==> src/rtl/cis_pkg.sv <==
package cis_pkg;

    localparam int unsigned ADDR_W      = 32;
    localparam int unsigned WORD_W      = 32;
    localparam int unsigned BUS_W       = 2 * WORD_W;
    localparam int unsigned LANES       = BUS_W / 8;
    localparam int unsigned HALF_LANES  = LANES / 2;
    localparam int unsigned BLOCK_BYTES = 32;
    localparam int unsigned BLOCK_LSB   = $clog2(BLOCK_BYTES);

    localparam logic [2:0] SZ_DWORD = 3'b000;
    localparam logic [2:0] SZ_WORD  = 3'b100;

    typedef struct packed {
        logic [ADDR_W-1:0] addr;
        logic [WORD_W-1:0] data;
    } word_t;

    typedef struct packed {
        logic [ADDR_W-1:0] addr;
        logic [2:0]        size;
        logic [BUS_W-1:0]  data;
        logic [LANES-1:0]  lanes;
    } xfer_t;

    function automatic logic [ADDR_W-1:0] word_align(input logic [ADDR_W-1:0] a);
        return {a[ADDR_W-1:2], 2'b00};
    endfunction

    // Byte count of a size code: 000 stands for the full bus width.
    function automatic logic [3:0] size_bytes(input logic [2:0] s);
        return (s == SZ_DWORD) ? 4'd8 : {1'b0, s};
    endfunction

    function automatic xfer_t single_xfer(input word_t w);
        xfer_t x;
        x.addr = word_align(w.addr);
        x.size = SZ_WORD;
        if (w.addr[2]) begin
            x.data  = {{WORD_W{1'b0}}, w.data};
            x.lanes = {{HALF_LANES{1'b0}}, {HALF_LANES{1'b1}}};
        end else begin
            x.data  = {w.data, {WORD_W{1'b0}}};
            x.lanes = {{HALF_LANES{1'b1}}, {HALF_LANES{1'b0}}};
        end
        return x;
    endfunction

    function automatic xfer_t pair_xfer(input word_t lo, input logic [WORD_W-1:0] hi);
        xfer_t x;
        x.addr  = word_align(lo.addr);
        x.size  = SZ_DWORD;
        x.data  = {lo.data, hi};
        x.lanes = {LANES{1'b1}};
        return x;
    endfunction

endpackage

==> src/rtl/cis_hold_stage.sv <==
module cis_hold_stage
    import cis_pkg::*;
(
    input  logic              clk,
    input  logic              rst,
    input  logic              st_valid,
    input  logic [ADDR_W-1:0] st_addr,
    input  logic [WORD_W-1:0] st_data,
    input  logic              st_uncached,
    input  logic              st_multi,
    input  logic              out_free,
    output logic              st_ready,
    output logic              push,
    output xfer_t             push_xfer
);

    logic  hold_v;
    word_t hold_q;
    word_t incoming;
    logic  combinable;
    logic  starts_pair;
    logic  is_partner;
    logic  load;
    logic  clear;

    assign incoming    = '{addr: word_align(st_addr), data: st_data};
    assign combinable  = st_valid && st_uncached && st_multi;
    assign starts_pair = combinable && !st_addr[2];
    assign is_partner  = hold_v && combinable &&
                         (incoming.addr == hold_q.addr + ADDR_W'(4));

    assign st_ready = out_free && (!hold_v || is_partner);

    always_comb begin
        push      = 1'b0;
        push_xfer = '0;
        load      = 1'b0;
        clear     = 1'b0;
        if (out_free) begin
            if (hold_v) begin
                push      = 1'b1;
                clear     = 1'b1;
                push_xfer = is_partner ? pair_xfer(hold_q, st_data)
                                       : single_xfer(hold_q);
            end else if (st_valid) begin
                if (starts_pair) begin
                    load = 1'b1;
                end else begin
                    push      = 1'b1;
                    push_xfer = single_xfer(incoming);
                end
            end
        end
    end

    always_ff @(posedge clk) begin
        if (rst) begin
            hold_v <= 1'b0;
            hold_q <= '0;
        end else if (load) begin
            hold_v <= 1'b1;
            hold_q <= incoming;
        end else if (clear) begin
            hold_v <= 1'b0;
        end
    end

endmodule

==> src/rtl/cis_issue_reg.sv <==
module cis_issue_reg
    import cis_pkg::*;
(
    input  logic  clk,
    input  logic  rst,
    input  logic  push,
    input  xfer_t push_xfer,
    input  logic  bus_ready,
    output logic  bus_valid,
    output xfer_t bus_xfer,
    output logic  out_free
);

    assign out_free = !bus_valid || bus_ready;

    always_ff @(posedge clk) begin
        if (rst) begin
            bus_valid <= 1'b0;
            bus_xfer  <= '0;
        end else if (out_free) begin
            bus_valid <= push;
            if (push) begin
                bus_xfer <= push_xfer;
            end
        end
    end

endmodule

==> src/rtl/cis_span_check.sv <==
module cis_span_check
    import cis_pkg::*;
(
    input  logic              enable,
    input  logic              valid,
    input  logic [ADDR_W-1:0] addr,
    input  logic [2:0]        size,
    output logic              crossed
);

    logic [ADDR_W:0] last_byte;

    assign last_byte = {1'b0, addr} + {{(ADDR_W-3){1'b0}}, size_bytes(size)}
                       - (ADDR_W+1)'(1);
    assign crossed   = enable && valid &&
                       (last_byte[ADDR_W:BLOCK_LSB] != {1'b0, addr[ADDR_W-1:BLOCK_LSB]});

endmodule

==> src/rtl/cis_store_combiner.sv <==
module cis_store_combiner
    import cis_pkg::*;
(
    input  logic              clk,
    input  logic              rst,
    input  logic              st_valid,
    output logic              st_ready,
    input  logic [ADDR_W-1:0] st_addr,
    input  logic [WORD_W-1:0] st_data,
    input  logic              st_uncached,
    input  logic              st_multi,
    output logic              bus_valid,
    input  logic              bus_ready,
    output logic [ADDR_W-1:0] bus_addr,
    output logic [2:0]        bus_size,
    output logic [BUS_W-1:0]  bus_data,
    output logic [LANES-1:0]  bus_lanes,
    input  logic              chk_en,
    output logic              span_err
);

    logic  out_free;
    logic  push;
    xfer_t push_xfer;
    xfer_t bus_xfer;

    cis_hold_stage u_hold (
        .clk        (clk),
        .rst        (rst),
        .st_valid   (st_valid),
        .st_addr    (st_addr),
        .st_data    (st_data),
        .st_uncached(st_uncached),
        .st_multi   (st_multi),
        .out_free   (out_free),
        .st_ready   (st_ready),
        .push       (push),
        .push_xfer  (push_xfer)
    );

    cis_issue_reg u_issue (
        .clk      (clk),
        .rst      (rst),
        .push     (push),
        .push_xfer(push_xfer),
        .bus_ready(bus_ready),
        .bus_valid(bus_valid),
        .bus_xfer (bus_xfer),
        .out_free (out_free)
    );

    assign bus_addr  = bus_xfer.addr;
    assign bus_size  = bus_xfer.size;
    assign bus_data  = bus_xfer.data;
    assign bus_lanes = bus_xfer.lanes;

    cis_span_check u_span (
        .enable (chk_en),
        .valid  (bus_valid),
        .addr   (bus_xfer.addr),
        .size   (bus_xfer.size),
        .crossed(span_err)
    );

endmodule

==> config.mk <==
export PLATFORM = sky130hd
export DESIGN_NAME = cis_store_combiner
export DESIGN_NICKNAME = d
export VERILOG_FILES = /design/src/rtl/cis_pkg.sv /design/src/rtl/cis_hold_stage.sv /design/src/rtl/cis_issue_reg.sv /design/src/rtl/cis_span_check.sv /design/src/rtl/cis_store_combiner.sv
export SDC_FILE = /design/constraint.sdc
export NUM_CORES = 1
export LEC_CHECK = 0
export BUFFER_PORTS_ARGS = -buffer_cell sky130_fd_sc_hd__buf_4
export CAP_MARGIN = 20
export CORE_ASPECT_RATIO = 0.6
export CORE_MARGIN = 2
export CORE_UTILIZATION = 45
export CTS_BUF_LIST = sky130_fd_sc_hd__clkbuf_8
export DETAILED_ROUTE_END_ITERATION = 8
export GPL_ROUTABILITY_DRIVEN = 0
export PLACE_DENSITY = 0.68
export SETUP_SLACK_MARGIN = 0.2
export SKIP_LAST_GASP = 1
export SYNTH_ARGS = -nofsm -noshare
export SYNTH_HDL_FRONTEND = slang
export SYNTH_HIERARCHICAL = 1
export SYNTH_SLANG_ARGS = --single-unit
export TNS_END_PERCENT = 30
==> constraint.sdc <==
create_clock -name clk -period 3.5 [get_ports clk]
set_input_delay 0.7 -clock clk [delete_from_list [all_inputs] [get_ports clk]]
set_output_delay 0.7 -clock clk [all_outputs]
set_load 0.02 [all_outputs]
==> summary.md <==
| Metric | Value |
|---|---|
| Post-synthesis cell count | `between 1k and 1.5k` |
| Yosys top cell area share | `around 30%` |
| Total power | `between 5 and 6 mW` |
| Global route overflow | `0` |
| Number of synthesized flops with an enable pin | `0` |
| Max Fanout on Critical Path | `4` |
| Synthesis Warnings | `6` |
| Syn Std Cell Area | `around 12000 sq um` |
| Startpoint types | `flop` |
| Largest family of logic cells by synthesized area | `compound AO/OA/AOI/OAI gates` |
| Hold Vio Cnt, Final | `0` |
| Number of DRC markers in iteration 0 | `roughly 1.1k` |
| Yosys reg bits | `around 170` |
| Number of remaining DRC errors | `0` |
| Core area | `25300 sq um` |
| Vias in the first global route | `10.9k` |
| Leading area contributor after synthesis | `dfxtp_1` |
| Largest net degree at the start of global routing | `about 180` |
| Post-synth ARST share | `0%` |
| Final worst slack | `-1.08 ns` |
| Met2 Wirelength | `~15000 um` |
| Initial Utilization | `45.8%` |
| All-Layer GR Usage | `approximately 27%` |
| Setup Skew | `around 0.011 ns` |
| Final HPWL DP | `26300 um` |
| Core Util, Final | `between 50% and 60%` |
| Total detailed-routing wirelength | `37600 um` |
| M1 wire length | `between 15000 and 20000 um` |
| Placed Area | `14300 sq um` |
| Die area | `roughly 27000 sq um` |
| Final min period | `4.58 ns` |
| Final ANT Viol Nets | `0` |
| Static Leakage | `6.03 nW` |
| Mux cell area share after synthesis | `6.07%` |
| Max Cap Violations | `0` |
| WP data arrival | `about 3.9 ns` |
| Port Buffers | `178` |
| Period utilization | `131%` |
| Fmax | `0.218 GHz` |
| Via density per instance | `between 5 and 6` |
| DIE HEIGHT | `128 um` |
| Worst Path Buf+Inv | `2` |
| CP top delay family | `compound AO/OA/AOI/OAI gates` |
| Critical-path cell list | `or3_4, ha_4, inv_2, ha_4, o211a_1, a41oi_4, o211ai_2, a41o_1, a21o_1, a2111oi_1, or4_1, a41oi_4, buf_4` |
| Layout cell share with drive strength beyond 1 | `about 31%` |
| Non-filler cells in the finished layout | `2070` |
| Largest stage delay, worst path | `0.57 ns` |
| DR WL met3 | `approximately 2800 um` |
| Initial antenna violation count | `0` |
| Type of the worst setup path | `flop to output port` |
| Worst-skew pair later-pin latency | `around 0.5 ns` |
| Setup violations, final | `2` |
| First-pass GRT wire length | `roughly 59000 um` |
| I/O Pins | `between 150 and 200` |
| Synth Area in XOR/XNOR | `approximately 5.2%` |
| Syn Area/Cell | `7.90 sq um` |
| Final slew viol count | `0` |
| Yosys cell types | `~80` |
| Via count of the routed design | `about 12k` |
| Hold crit path type | `input pin to flop` |
| CP max stage cell | `or4_1` |
| Top routing layer in use | `met4` |
| Failing checks | `setup timing` |
| Hold buffer count at cts | `0` |
| Adder-Cell Fraction of Synth Area | `between 3 and 4%` |
| Status | `complete, but fails checks` |
| First-pass DRT Iterations | `5` |
| Simple-gate portion of the synthesized area | `between 10% and 20%` |
| H-tree depth | `4` |
| Ys flop type | `dfxtp_1` |
| PwrDens | `roughly 350 nW/um^2` |
| Commonest cells after routing, fill and taps aside | `356 x buf_4, 202 x a21oi_1, 169 x nand2_1` |
| # rows | `45` |
| N_diodes | `0` |
| Clock root buffer | `clkbuf_8` |
| VDD IR-drop max | `0.294 mV` |
| P&R area growth vs syn | `29.5%` |
| Critical Path End Type | `output port` |
| Rel. slew slack | `between 40% and 50%` |
| Compound-cell area share of the yosys netlist | `between 20 and 30%` |
| WP data required | `2.80 ns` |
| NumNets Final | `roughly 1.8k` |
| Placed insts | `2027` |
| RSZ-0062 raised after global routing | `yes` |
| CTS tree | `yes` |
| Least-Margin Pin Slew | `0.892 ns` |
| Design area | `15000 sq um` |
| Clk buf depth | `2` |
| Num CTS Buffers | `17` |
| Wire per inst | `18.2 um` |
| Register area share after synthesis | `roughly 30%` |
| Clock sinks | `between 150 and 200` |
| Most common cell after layout, fill and taps aside | `buf_4` |
| Width of the chip | `211 um` |
| Clk pin slew, worst setup/hold paths | `roughly 0.10 ns` |
| Ranking of synthesized cells by area | `dfxtp_1 30%, a21oi_1 9.0%, a21bo_2 6.7%` |
==> where the power goes <==
group | switching (mW) | internal, mW | total (mW) | leakage, nW
Combinational | 0.893 | 0.726 | 1.62 | 4.43
Clock | 0.820 | 0.708 | 1.53 | 0.211
Sequential | 0.0431 | 2.00 | 2.04 | 1.39
==> what timing repair did <==
item,CTS,global route
gates cloned,2,0
pin swaps,14,7
gates resized for setup,38,16
setup endpoints to repair,65,70
buffers inserted,7,2
==> registers in the layout (all words and copies together), names as in the netlist <==
name,count
u_issue/bus_xfer,107
u_hold/hold_q,62
u_issue/bus_valid,1
u_hold/hold_v,1
==> final timing paths <==
path | endpoint | start | cells after the start | slack (ns)
max reg2reg | u_issue/bus_xfer[18] | u_hold/hold_q[34] | 16 | 0.07
max | span_err | u_issue/bus_xfer[73] | 13 | -1.08
min reg2reg | u_hold/hold_q[4] | u_hold/hold_q[4] | 2 | 0.48
min | u_hold/hold_q[17] | st_data[17] | 3 | 0.45
==> worst min-delay path, cell delays in order <==
cell and delay, ns:
buf_4 0.12, nand2_1 0.05, a21oi_1 0.05
==> layer usage <==
| layer | vias up | global-route usage, % |
|---|---|---|
| li1 | 5757 | - |
| met1 | 5649 | 42.6 |
| met2 | 477 | 38.7 |
| met3 | 33 | 4.39 |
| met4 | 0 | 7.29 |
| met5 | - | 0 |
==> cell type report <==
cell class	count	area [sq um]
fill	2287	10300
multi-input combinational	1115	7540
sequential	171	3450
timing repair buffer	372	2970
tap	329	412
clock buffer	17	234
inverter	51	196
clock inverter	15	174
==> stage by stage <==
step                      setup slack [ns]  setup TNS (ns)  hold slack [ns]
after detailed placement            -0.599          -0.686            0.463
after global placement              -0.553          -0.574            0.456
final                                -1.08           -1.31            0.445
after floorplan                     -0.273          -0.273            0.449
after CTS                            -1.10           -1.35            0.409
after global routing                 -1.24           -1.63            0.437
==> cell families after synthesis <==
| kind of cell | count (synthesis) |
|---|---|
| xor gates and xnor gates | 69 |
| AOI/OAI and AO/OA | 460 |
| buffers and inverters | 182 |
| DFF | 171 |
| other | 1 |
| adders and majority gates | 34 |
| muxes | 70 |
| and+or+nand+nor | 478 |
==> cells in the mapped netlist (20+ instances only) <==
cell type,count
a21oi_1,209
xnor2_1,49
dfxtp_1,171
buf_2,49
nor2_1,57
nor3_1,49
nand4_1,20
xor2_1,20
ha_1,34
mux2i_1,69
a21bo_1,31
a22o_1,32
nand3_1,122
inv_1,51
o21ai_0,24
nand2_1,170
a21bo_2,77
clkbuf_1,57
(Power assumes the default switching activity.)
